File: config.mk
export PLATFORM = sky130hd
export DESIGN_NAME = walk_mem_sched
export DESIGN_NICKNAME = d
export VERILOG_FILES = /design/src/rtl/wms_pkg.sv /design/src/rtl/wms_fsm.sv /design/src/rtl/wms_wb_lifo.sv /design/src/rtl/wms_flight.sv /design/src/rtl/walk_mem_sched.sv
export SDC_FILE = /design/constraint.sdc
export NUM_CORES = 1
export LEC_CHECK = 0
export ABC_AREA = 1
export BUFFER_PORTS_ARGS = -buffer_cell sky130_fd_sc_hd__buf_2
export CORE_MARGIN = 3
export CORE_UTILIZATION = 46
export CTS_CLUSTER_SIZE = 8
export DETAILED_ROUTE_END_ITERATION = 10
export GPL_ROUTABILITY_DRIVEN = 0
export PLACE_DENSITY = 0.68
export SYNTH_ARGS = -nofsm -noshare
export SYNTH_HDL_FRONTEND = slang
export SYNTH_SLANG_ARGS = --single-unit
File: constraint.sdc
create_clock -name clk -period 6.9 [get_ports clk]
set_clock_uncertainty 0.1 [all_clocks]
set_input_delay 0.69 -clock clk [delete_from_list [all_inputs] [get_ports clk]]
set_output_delay 0.69 -clock clk [all_outputs]
set_load 0.01 [all_outputs]
File: src/rtl/wms_pkg.sv
package wms_pkg;

    typedef enum logic [1:0] {
        ST_IDLE  = 2'd0,
        ST_RUN   = 2'd1,
        ST_STALL = 2'd2,
        ST_FIN   = 2'd3
    } wms_state_e;

endpackage

File: src/rtl/wms_fsm.sv
module wms_fsm
    import wms_pkg::*;
(
    input  logic       clk,
    input  logic       rst_n,
    input  logic       start,
    input  logic       refused,
    input  logic       retry,
    input  logic       drained,
    output wms_state_e state,
    output logic       is_idle,
    output logic       issue_en,
    output logic       walk_done
);

    wms_state_e state_nx;

    // next-state logic
    always_comb begin
        state_nx = state;
        unique case (state)
            ST_IDLE:  if (start)   state_nx = ST_RUN;
            ST_RUN: begin
                if (refused)       state_nx = ST_STALL;
                else if (drained)  state_nx = ST_FIN;
            end
            ST_STALL: if (retry)   state_nx = ST_RUN;
            ST_FIN:                state_nx = ST_IDLE;
            default:               state_nx = ST_IDLE;
        endcase
    end

    // state register
    always_ff @(posedge clk or negedge rst_n) begin
        if (!rst_n) state <= ST_IDLE;
        else        state <= state_nx;
    end

    // outputs decoded from state
    always_comb begin
        is_idle   = 1'b0;
        issue_en  = 1'b0;
        walk_done = 1'b0;
        unique case (state)
            ST_IDLE:  is_idle   = 1'b1;
            ST_RUN:   issue_en  = 1'b1;
            ST_STALL: ;
            ST_FIN:   walk_done = 1'b1;
            default:  ;
        endcase
    end

endmodule

File: src/rtl/wms_wb_lifo.sv
module wms_wb_lifo #(
    parameter int AW    = 40,
    parameter int DW    = 64,
    parameter int DEPTH = 4
) (
    input  logic                             clk,
    input  logic                             rst_n,
    input  logic                             push,
    input  logic [AW-1:0]                    push_addr,
    input  logic [DW-1:0]                    push_data,
    input  logic                             pop,
    output logic [AW-1:0]                    top_addr,
    output logic [DW-1:0]                    top_data,
    output logic                             empty,
    output logic [$clog2(DEPTH+1)-1:0]       count
);

    localparam int CW = $clog2(DEPTH + 1);
    localparam int IW = (DEPTH > 1) ? $clog2(DEPTH) : 1;

    logic [DEPTH-1:0][AW-1:0] addr_flat;
    logic [DEPTH-1:0][DW-1:0] data_flat;
    logic [CW-1:0]            wr_idx;
    logic [IW-1:0]            top_idx;

    // a pop in the same cycle frees the top slot for the push
    assign wr_idx  = count - CW'(pop);
    assign top_idx = IW'(count - CW'(1));
    assign empty   = (count == '0);

    for (genvar i = 0; i < DEPTH; i++) begin : g_ent
        logic [AW-1:0] a_r;
        logic [DW-1:0] d_r;
        always_ff @(posedge clk or negedge rst_n) begin
            if (!rst_n) begin
                a_r <= '0;
                d_r <= '0;
            end else if (push && (wr_idx == CW'(i))) begin
                a_r <= push_addr;
                d_r <= push_data;
            end
        end
        assign addr_flat[i] = a_r;
        assign data_flat[i] = d_r;
    end

    assign top_addr = addr_flat[top_idx];
    assign top_data = data_flat[top_idx];

    always_ff @(posedge clk or negedge rst_n) begin
        if (!rst_n) count <= '0;
        else        count <= count - CW'(pop) + CW'(push);
    end

endmodule

File: src/rtl/wms_flight.sv
module wms_flight #(
    parameter int CW = 3
) (
    input  logic          clk,
    input  logic          rst_n,
    input  logic          acc,
    input  logic          acc_wr,
    input  logic          rsp,
    input  logic          rsp_wr,
    output logic [CW-1:0] total,
    output logic [CW-1:0] writes
);

    always_ff @(posedge clk or negedge rst_n) begin
        if (!rst_n) begin
            total  <= '0;
            writes <= '0;
        end else begin
            total  <= total  + CW'(acc)              - CW'(rsp);
            writes <= writes + CW'(acc && acc_wr)    - CW'(rsp && rsp_wr);
        end
    end

endmodule

File: src/rtl/walk_mem_sched.sv
module walk_mem_sched
    import wms_pkg::*;
#(
    parameter int ADDR_W   = 40,
    parameter int DATA_W   = 64,
    parameter int WB_DEPTH = 4
) (
    input  logic              clk,
    input  logic              rst_n,
    input  logic              walk_start,
    input  logic [ADDR_W-1:0] walk_addr,
    input  logic              step_valid,
    output logic              step_ready,
    input  logic              step_rd,
    input  logic [ADDR_W-1:0] step_rd_addr,
    input  logic              step_wb,
    input  logic [ADDR_W-1:0] step_wb_addr,
    input  logic [DATA_W-1:0] step_wb_data,
    output logic              wk_rsp_valid,
    output logic [DATA_W-1:0] wk_rsp_data,
    output logic              req_valid,
    output logic              req_write,
    output logic [ADDR_W-1:0] req_addr,
    output logic [DATA_W-1:0] req_data,
    input  logic              req_ok,
    input  logic              retry,
    input  logic              rsp_valid,
    input  logic              rsp_nack,
    input  logic              rsp_write,
    input  logic [ADDR_W-1:0] rsp_addr,
    input  logic [DATA_W-1:0] rsp_data,
    output logic              walk_done
);

    localparam int QCW = $clog2(WB_DEPTH + 1);
    localparam int FCW = $clog2(WB_DEPTH + 2);
    localparam int SW  = FCW + 1;

    wms_state_e        state;
    logic              is_idle, issue_en;
    logic              rd_pend;
    logic [ADDR_W-1:0] rd_addr;
    logic              holding;
    logic              q_empty;
    logic [QCW-1:0]    qcount;
    logic [ADDR_W-1:0] q_top_addr;
    logic [DATA_W-1:0] q_top_data;
    logic [FCW-1:0]    inflight, wr_out;
    logic              acc, refused, drained, start_take;
    logic              good_rd, nack_rd, nack_wr, step_take;
    logic              q_push, q_pop;
    logic [ADDR_W-1:0] q_push_addr;
    logic [DATA_W-1:0] q_push_data;
    logic [SW-1:0]     room_used;

    // request selection: the read slot always wins
    assign req_valid = issue_en && (rd_pend || !q_empty);
    assign req_write = !rd_pend;
    assign req_addr  = rd_pend ? rd_addr : q_top_addr;
    assign req_data  = rd_pend ? '0      : q_top_data;
    assign acc       = req_valid && req_ok;
    assign refused   = req_valid && !req_ok;

    // response classification
    assign good_rd = rsp_valid && !rsp_nack && !rsp_write;
    assign nack_rd = rsp_valid &&  rsp_nack && !rsp_write;
    assign nack_wr = rsp_valid &&  rsp_nack &&  rsp_write;

    assign wk_rsp_valid = good_rd;
    assign wk_rsp_data  = rsp_data;

    // stack space is reserved for writes still in flight
    assign room_used  = SW'(qcount) + SW'(wr_out);
    assign step_ready = holding && (room_used < SW'(WB_DEPTH)) && !nack_wr;
    assign step_take  = step_valid && step_ready;

    assign start_take = walk_start && is_idle;
    assign drained    = !rd_pend && q_empty && (inflight == '0) && !holding;

    assign q_pop       = acc && !rd_pend;
    assign q_push      = nack_wr || (step_take && step_wb);
    assign q_push_addr = nack_wr ? rsp_addr : step_wb_addr;
    assign q_push_data = nack_wr ? rsp_data : step_wb_data;

    // pending read slot
    always_ff @(posedge clk or negedge rst_n) begin
        if (!rst_n) begin
            rd_pend <= 1'b0;
            rd_addr <= '0;
        end else if (start_take) begin
            rd_pend <= 1'b1;
            rd_addr <= walk_addr;
        end else begin
            if (acc && rd_pend) rd_pend <= 1'b0;
            if (nack_rd) begin
                rd_pend <= 1'b1;
                rd_addr <= rsp_addr;
            end else if (step_take && step_rd) begin
                rd_pend <= 1'b1;
                rd_addr <= step_rd_addr;
            end
        end
    end

    // walker holds a read answer until it returns a step
    always_ff @(posedge clk or negedge rst_n) begin
        if (!rst_n)         holding <= 1'b0;
        else if (good_rd)   holding <= 1'b1;
        else if (step_take) holding <= 1'b0;
    end

    wms_fsm u_fsm (
        .clk       (clk),
        .rst_n     (rst_n),
        .start     (start_take),
        .refused   (refused),
        .retry     (retry),
        .drained   (drained),
        .state     (state),
        .is_idle   (is_idle),
        .issue_en  (issue_en),
        .walk_done (walk_done)
    );

    wms_wb_lifo #(
        .AW    (ADDR_W),
        .DW    (DATA_W),
        .DEPTH (WB_DEPTH)
    ) u_lifo (
        .clk       (clk),
        .rst_n     (rst_n),
        .push      (q_push),
        .push_addr (q_push_addr),
        .push_data (q_push_data),
        .pop       (q_pop),
        .top_addr  (q_top_addr),
        .top_data  (q_top_data),
        .empty     (q_empty),
        .count     (qcount)
    );

    wms_flight #(
        .CW (FCW)
    ) u_flight (
        .clk    (clk),
        .rst_n  (rst_n),
        .acc    (acc),
        .acc_wr (req_write),
        .rsp    (rsp_valid),
        .rsp_wr (rsp_write),
        .total  (inflight),
        .writes (wr_out)
    );

endmodule

==> flow_metrics.env, run 1 <==
export IMPL_status="finished, final reports clean"
export IMPL_rows=84
export IMPL_maxCapViolCount=0
export IMPL_ff2ff_path_depth=17
export IMPL_cts_made_buffers=68
export IMPL_timing_critical_path_slowest_cell_delay_ns=0.71
export IMPL_fin_tns_setup_ns=0
export IMPL_switching_share_pct=43.6
export IMPL_syn_inst=3470
export IMPL_clk_insertion_delay_late_ns=0.57
export IMPL_path_class="flop to flop"
export IMPL_grt_max_degree=210
export IMPL_vdd_ir_drop_max_mv=0.569
export IMPL_ys_types=33
export IMPL_ys_warnings_count=0
export IMPL_cts_repair_resized=0
export IMPL_route_vias_total=24000
export IMPL_grtUsageTotal_pct=27.0
export IMPL_hold_violations=0
export IMPL_cts_root_buffer="clkbuf_16"
export IMPL_worstPathMaxFanout=115
export IMPL_synth_nets=3782
export IMPL_r2r_start="u_lifo.count[0]"
export IMPL_hold_path_class="input port to asynchronous set/reset pin"
export IMPL_die_h_um=239
export IMPL_slew_headroom_pct=22.8
export IMPL_start_util_pct=47.0
export IMPL_cp_required_ns=7.24
export IMPL_slew_violations=0
export IMPL_drive_gt1_share_pct=16.2
export IMPL_cts_num_sinks=469
export IMPL_p_leak_nw=15.4
export IMPL_seq_power_share_pct=33.8
export IMPL_grt_first_pass_wirelength_mm=125
export IMPL_fmax_mhz=201
export IMPL_die_x_um=239
export IMPL_ys_ff_latch=469
export IMPL_ant_nets=0
export IMPL_syn_to_final_growth_pct=14.7
export IMPL_slowest_stage="nor3_4"
export IMPL_stdcell_area_um2=28700
export IMPL_post_dp_cell_area_um2=26900
export IMPL_endpoint_kind="flop"
export IMPL_crit_family="simple AND/OR/NAND/NOR gates"
export IMPL_cp_data_arrival_time_ns=5.30
export IMPL_fin_hold_ws_ns=0.131
export IMPL_post_route_min_period_ns=4.96
export IMPL_worstReg2RegEnd="u_lifo.g_ent[1].a_r[36]"
export IMPL_avgSynthCellArea_um2=7.21
export IMPL_pwr_share_comb_pct=44.7
export IMPL_mappedNetlistArea_um2=25000
export IMPL_synth_enable_flop_cells=0
export IMPL_die_area_um2=57200
export IMPL_wl_per_cell_um=17.8
export IMPL_power_density_nw_per_um2=476
export IMPL_stdcell_count=4396
export IMPL_synth_seq_area_share_pct=46.9
export IMPL_dp_slack_ns=1.90
export IMPL_netSwitchingPower_mw=5.94
export IMPL_cts_buffer_depth=3
export IMPL_async_reset_ff_share_pct=100
export IMPL_grt_pass1_vias=22900
export IMPL_post_cts_buffers=0
export IMPL_remaining_drc_errors=0
export IMPL_antenna_found_initial=0
export IMPL_cts_tree="done"
export IMPL_layout_setup_ws_ns=1.94
export IMPL_crit_top_cell="nand2_1"
export IMPL_internal_power_mw=7.70
export IMPL_drtIter0Drc=2379
export IMPL_hold_buffers=0
export IMPL_fin_crit_sh_pct=71.9
export IMPL_worstMarginPinSlew_ns=1.16
export IMPL_clockPowerShare_pct=21.5
export IMPL_crit_buf_inv=6
export IMPL_ios=472
export IMPL_diodes=0
export IMPL_hpwl_mm=44.6
export IMPL_clkTransAtPathRegs_ns=0.06
export IMPL_start_kind="flop"
export IMPL_synth_top_area_cell="dfrtp_1"
export IMPL_via_per_inst=5.47
export IMPL_overflow=0
export IMPL_wl_mm=78.4
export IMPL_htreeDepth=3
export IMPL_dp_cells=4321
export IMPL_synth_flop_cell="dfrtp_1"
export IMPL_io_buffer_count=471
export IMPL_reg2reg_slack_ns=1.94
export IMPL_fin_nets=4015
export IMPL_synth_top_area_share_pct=46.9
export IMPL_drt_pass1_iterations=7
export IMPL_finalSetupViolCount=0
export IMPL_fp_coreArea_um2=53200
export IMPL_rsz0062_at_grt="no"
export IMPL_synth_area_leaders="dfrtp_1 (47%), nand2_1 (19%), nand3_1 (8.4%), o21ai_0 (5.8%), nor2_1 (5.7%)"
export IMPL_crit_chain="inv_6 > ha_4 > inv_1 > nor3_1 > inv_1 > nand2_1 > nor2_1 > nand2_1 > inv_1 > ha_1 > ha_1 > inv_2 > nor3_4 > nand2_4 > buf_4 > nand2_1 > nand2_1"
==> worst max path at each step <==
| stage | cells after the start | from | slack [ns] | endpoint |
|---|---|---|---|---|
| 6_report | 17 | u_lifo.count[0] | 1.94 | u_lifo.g_ent[1].a_r[36] |
| 3_3_place_gp | 17 | u_lifo.count[0] | 2.01 | u_lifo.g_ent[1].d_r[3] |
| 4_1_cts | 17 | u_lifo.count[0] | 1.86 | u_lifo.g_ent[1].a_r[36] |
| 3_5_place_dp | 17 | u_lifo.count[0] | 1.90 | u_lifo.g_ent[1].a_r[36] |
| 5_1_grt | 17 | u_lifo.count[0] | 1.47 | u_lifo.g_ent[1].a_r[33] |
| 2_1_floorplan | 20 | u_lifo.count[0] | 3.49 | u_lifo.g_ent[1].a_r[37] |
==> worst reg2reg max path, stage by stage (launching register included) <==
cell and delay (ns):
dfrtp_4 0.51, inv_6 0.61, ha_4 0.23, inv_1 0.03
nor3_1 0.21, inv_1 0.09, nand2_1 0.09, nor2_1 0.07
nand2_1 0.06, inv_1 0.06, ha_1 0.18, ha_1 0.41
inv_2 0.11, nor3_4 0.71, nand2_4 0.61, buf_4 0.54
nand2_1 0.18, nand2_1 0.06
==> power by group through the flow <==
| stage | sequential, mW | combinational (mW) | clock (mW) |
|---|---|---|---|
| 2_1_floorplan | 4.45 | 4.22 | 0 |
| 3_3_place_gp | 4.58 | 6.03 | 0 |
| 3_5_place_dp | 4.62 | 6.11 | 0 |
| 4_1_cts | 4.60 | 6.13 | 3.00 |
| 5_1_grt | 4.75 | 6.89 | 3.12 |
| 6_report | 4.62 | 6.09 | 2.93 |
==> state kept, by name, summed over array words and instances (netlist names) <==
name and cells:
holding 1, u_lifo.g_ent.d_r 256, rd_addr 40, rd_pend 1
u_flight.writes 3, u_fsm.state 2, u_lifo.g_ent.a_r 160, u_flight.total 3
u_lifo.count 3
==> stage by stage <==
| stage | power [mW] | util (%) |
|---|---|---|
| 2_1_floorplan | 8.66 | - |
| 3_3_place_gp | 10.6 | 50.5 |
| 3_5_place_dp | 10.7 | 50.5 |
| 4_1_cts | 13.7 | 53.9 |
| 5_1_grt | 14.8 | 53.9 |
| 6_report | 13.6 | 53.9 |
==> cells in the final DEF (no fill, tap or decap), types with 3 or more instances in the layout <==
cell and instances:
nand2_1 1275, buf_2 470, dfrtp_1 467, nand3_1 419, nor2_1 383, o21ai_0 289
clkbuf_16 71, a21oi_1 64, inv_1 62, o22ai_1 41, nand4_1 41, a31oi_1 40
buf_4 26, ha_1 10, inv_2 4, nor3_4 4, buf_12 4, xor2_1 3
nor3_1 3, nand2_8 3, nand2_2 3
==> synthesized netlist by cell type (all sizes together) (11+ instances only) <==
cell    instances
a21oi          64
a31oi          40
buf           190
clkbuf        148
dfrtp         469
ha             11
inv            69
nand2        1283
nand3         420
nand4          42
nor2          385
o21ai         289
o22ai          41
==> cell type report <==
cell class / instances / area, um^2
Clock buffer: 73 / 1780
Clock inverter: 2 / 13.8
Fill cell: 5304 / 24500
Inverter: 70 / 272
Multi-Input combinational cell: 2593 / 11400
Sequential cell: 469 / 11700
Tap cell: 688 / 861
Timing Repair Buffer: 501 / 2640
==> per-layer routing <==
layer	wire (um)	track usage, %
met1	33400	35.9
met2	38200	45.9
met3	4990	4.26
met4	1770	7.90
met5	0	0
==> cells by family after synthesis <==
group	after synthesis	share of synthesized area, %
AO/OA/AOI/OAI	436	9.15
XOR/XNOR	6	0.285
adder cells (fa/ha/maj)	13	0.711
buffers and inverters	408	7.96
flip-flops	469	46.9
AND/OR/NAND/NOR	2138	35.0
Power figures use the tool's default switching activity.
==> inputs of run 2 (changes only) <==
==> constraint.sdc (replaced) <==
create_clock -name clk -period 5 [get_ports clk]
set_clock_uncertainty 0.1 [all_clocks]
set_input_delay 0.5 -clock clk [delete_from_list [all_inputs] [get_ports clk]]
set_output_delay 0.5 -clock clk [all_outputs]
set_load 0.01 [all_outputs]
==> flow_metrics.env, run 2 (synthesized netlist as in run 1, its figures left out) <==
export IMPL_post_route_min_period_ns=4.63
export IMPL_path_class="flop to primary output"
export IMPL_cts_buffer_depth=3
export IMPL_grt_pass1_vias=22600
export IMPL_reg2reg_slack_ns=1.15
export IMPL_remaining_drc_errors=0
export IMPL_io_buffer_count=471
export IMPL_cts_root_buffer="clkbuf_16"
export IMPL_wl_per_cell_um=17.8
export IMPL_diodes=0
export IMPL_fp_coreArea_um2=53200
export IMPL_cp_required_ns=4.40
export IMPL_cts_repair_resized=0
export IMPL_die_x_um=239
export IMPL_hold_violations=0
export IMPL_status="finished, final reports clean"
export IMPL_r2r_start="u_lifo.count[0]"
export IMPL_top_register="u_lifo.g_ent.d_r"
export IMPL_maxCapViolCount=0
export IMPL_layout_common_cells="nand2_1 (1275), buf_2 (470), dfrtp_1 (467), nand3_1 (419), nor2_1 (383)"
export IMPL_clk_insertion_delay_late_ns=0.59
export IMPL_start_kind="flop"
export IMPL_grtUsageTotal_pct=27.1
export IMPL_finalSetupViolCount=0
export IMPL_ff2ff_path_depth=17
export IMPL_grt_max_degree=211
export IMPL_wl_mm=78.7
export IMPL_dp_slack_ns=0.989
export IMPL_hpwl_mm=44.9
export IMPL_layout_setup_ws_ns=0.371
export IMPL_overflow=0
export IMPL_internal_power_mw=10.7
export IMPL_htreeDepth=3
export IMPL_cts_num_sinks=469
export IMPL_die_area_um2=57200
export IMPL_ios=472
export IMPL_worstReg2RegEnd="u_lifo.g_ent[0].d_r[19]"
export IMPL_cts_tree="done"
export IMPL_cts_made_buffers=68
export IMPL_endpoint_kind="primary output"
export IMPL_netSwitchingPower_mw=8.26
export IMPL_power_density_nw_per_um2=656
export IMPL_worstPathMaxFanout=85
export IMPL_via_per_inst=5.47
export IMPL_crit_end="req_data[57]"
export IMPL_drtIter0Drc=2225
export IMPL_worstMarginPinSlew_ns=1.06
export IMPL_fin_tns_setup_ns=0
export IMPL_slew_headroom_pct=29.0
export IMPL_rsz0062_at_grt="no"
export IMPL_rows=84
export IMPL_fin_nets=4026
export IMPL_drt_pass1_iterations=5
export IMPL_ant_nets=0
export IMPL_largestRegisters="u_lifo.g_ent.d_r (256), u_lifo.g_ent.a_r (160), rd_addr (40)"
export IMPL_start_util_pct=47.0
export IMPL_seq_power_share_pct=33.7
export IMPL_syn_to_final_growth_pct=15.6
export IMPL_p_leak_nw=15.5
export IMPL_n_fill_cell=5260
export IMPL_switching_share_pct=43.6
export IMPL_pwr_share_comb_pct=44.5
export IMPL_fin_crit_sh_pct=92.6
export IMPL_hold_path_class="input port to flop"
export IMPL_antenna_found_initial=1
export IMPL_largest_register_ffs=256
export IMPL_cp_startpoint="u_lifo.count[0]"
export IMPL_clkTransAtPathRegs_ns=0.05
export IMPL_cp_data_arrival_time_ns=4.03
export IMPL_route_vias_total=24100
export IMPL_clockPowerShare_pct=21.7
export IMPL_die_h_um=239
export IMPL_fmax_mhz=216
export IMPL_grt_first_pass_wirelength_mm=124
export IMPL_drive_gt1_share_pct=16.5
export IMPL_vdd_ir_drop_max_mv=0.429
export IMPL_slew_violations=0
export IMPL_final_common_cell="nand2_1"
run 2: worst min-delay path by stage:
stage,end,start,cells past startpoint
final,holding,step_valid,4
after detailed placement,u_lifo.g_ent[2].a_r[1],u_lifo.g_ent[2].a_r[1],2
after global placement,u_lifo.g_ent[2].d_r[6],u_lifo.g_ent[2].d_r[6],2
after floorplan,holding,rst_n,0
after CTS,u_fsm.state[1],retry,3
after global routing,u_fsm.state[1],retry,3
run 2: stage by stage:
stage	power, mW	area [um^2]	util [%]	hold slack [ns]	instances
after floorplan	12.0	25000	-	0.104	3470
final	19.0	28900	54.4	0.111	4411
after global routing	20.4	28900	54.4	0.0992	4411
after CTS	19.0	28900	54.4	0.0834	4411
after detailed placement	14.9	27100	50.9	0.353	4331
after global placement	14.7	27100	50.9	0.348	4331
run 2: area by class of cell:
| class | instances | area, um^2 | area share [%] |
|---|---|---|---|
| inverters | 70 | 272 | 0.939 |
| repair buffers | 512 | 2870 | 9.91 |
| flip-flops and latches | 469 | 11700 | 40.6 |
| clock buffers | 74 | 1780 | 6.15 |
| well taps | 688 | 861 | 2.98 |
| multi-input cells | 2593 | 11300 | 39.2 |
| clock inverters | 5 | 51.3 | 0.177 |
run 2: layer usage:
layer  track usage, %  share of wire (%)  vias up
met5                0              0.017        -
met4             7.90                2.4        2
met3             4.66                6.9      119
met2             45.4                 48      894
met1             36.1                 42    11500
li1                 -                  -    11600
run 2: critical path, stage by stage (launching register included):
cell     delay (ns)
dfrtp_4        0.76
buf_4          0.84
buf_4          0.85
nor2_1         0.11
nor2_1         0.11
o21ai_0        0.11
a21oi_1        0.32
buf_2          0.20
run 2: power groups by stage:
stage	clock, mW	combinational, mW	sequential, mW
detailed placement	0	8.45	6.40
global placement	0	8.31	6.37
floorplan	0	5.82	6.14
global route	4.35	9.51	6.58
finish	4.12	8.45	6.39
CTS	4.19	8.49	6.37
run 2: timing repair:
item                       CTS  global route
hold endpoints to repair    87             0
buffers inserted             0             0
hold buffers                 1             0
setup endpoints to repair    0             0
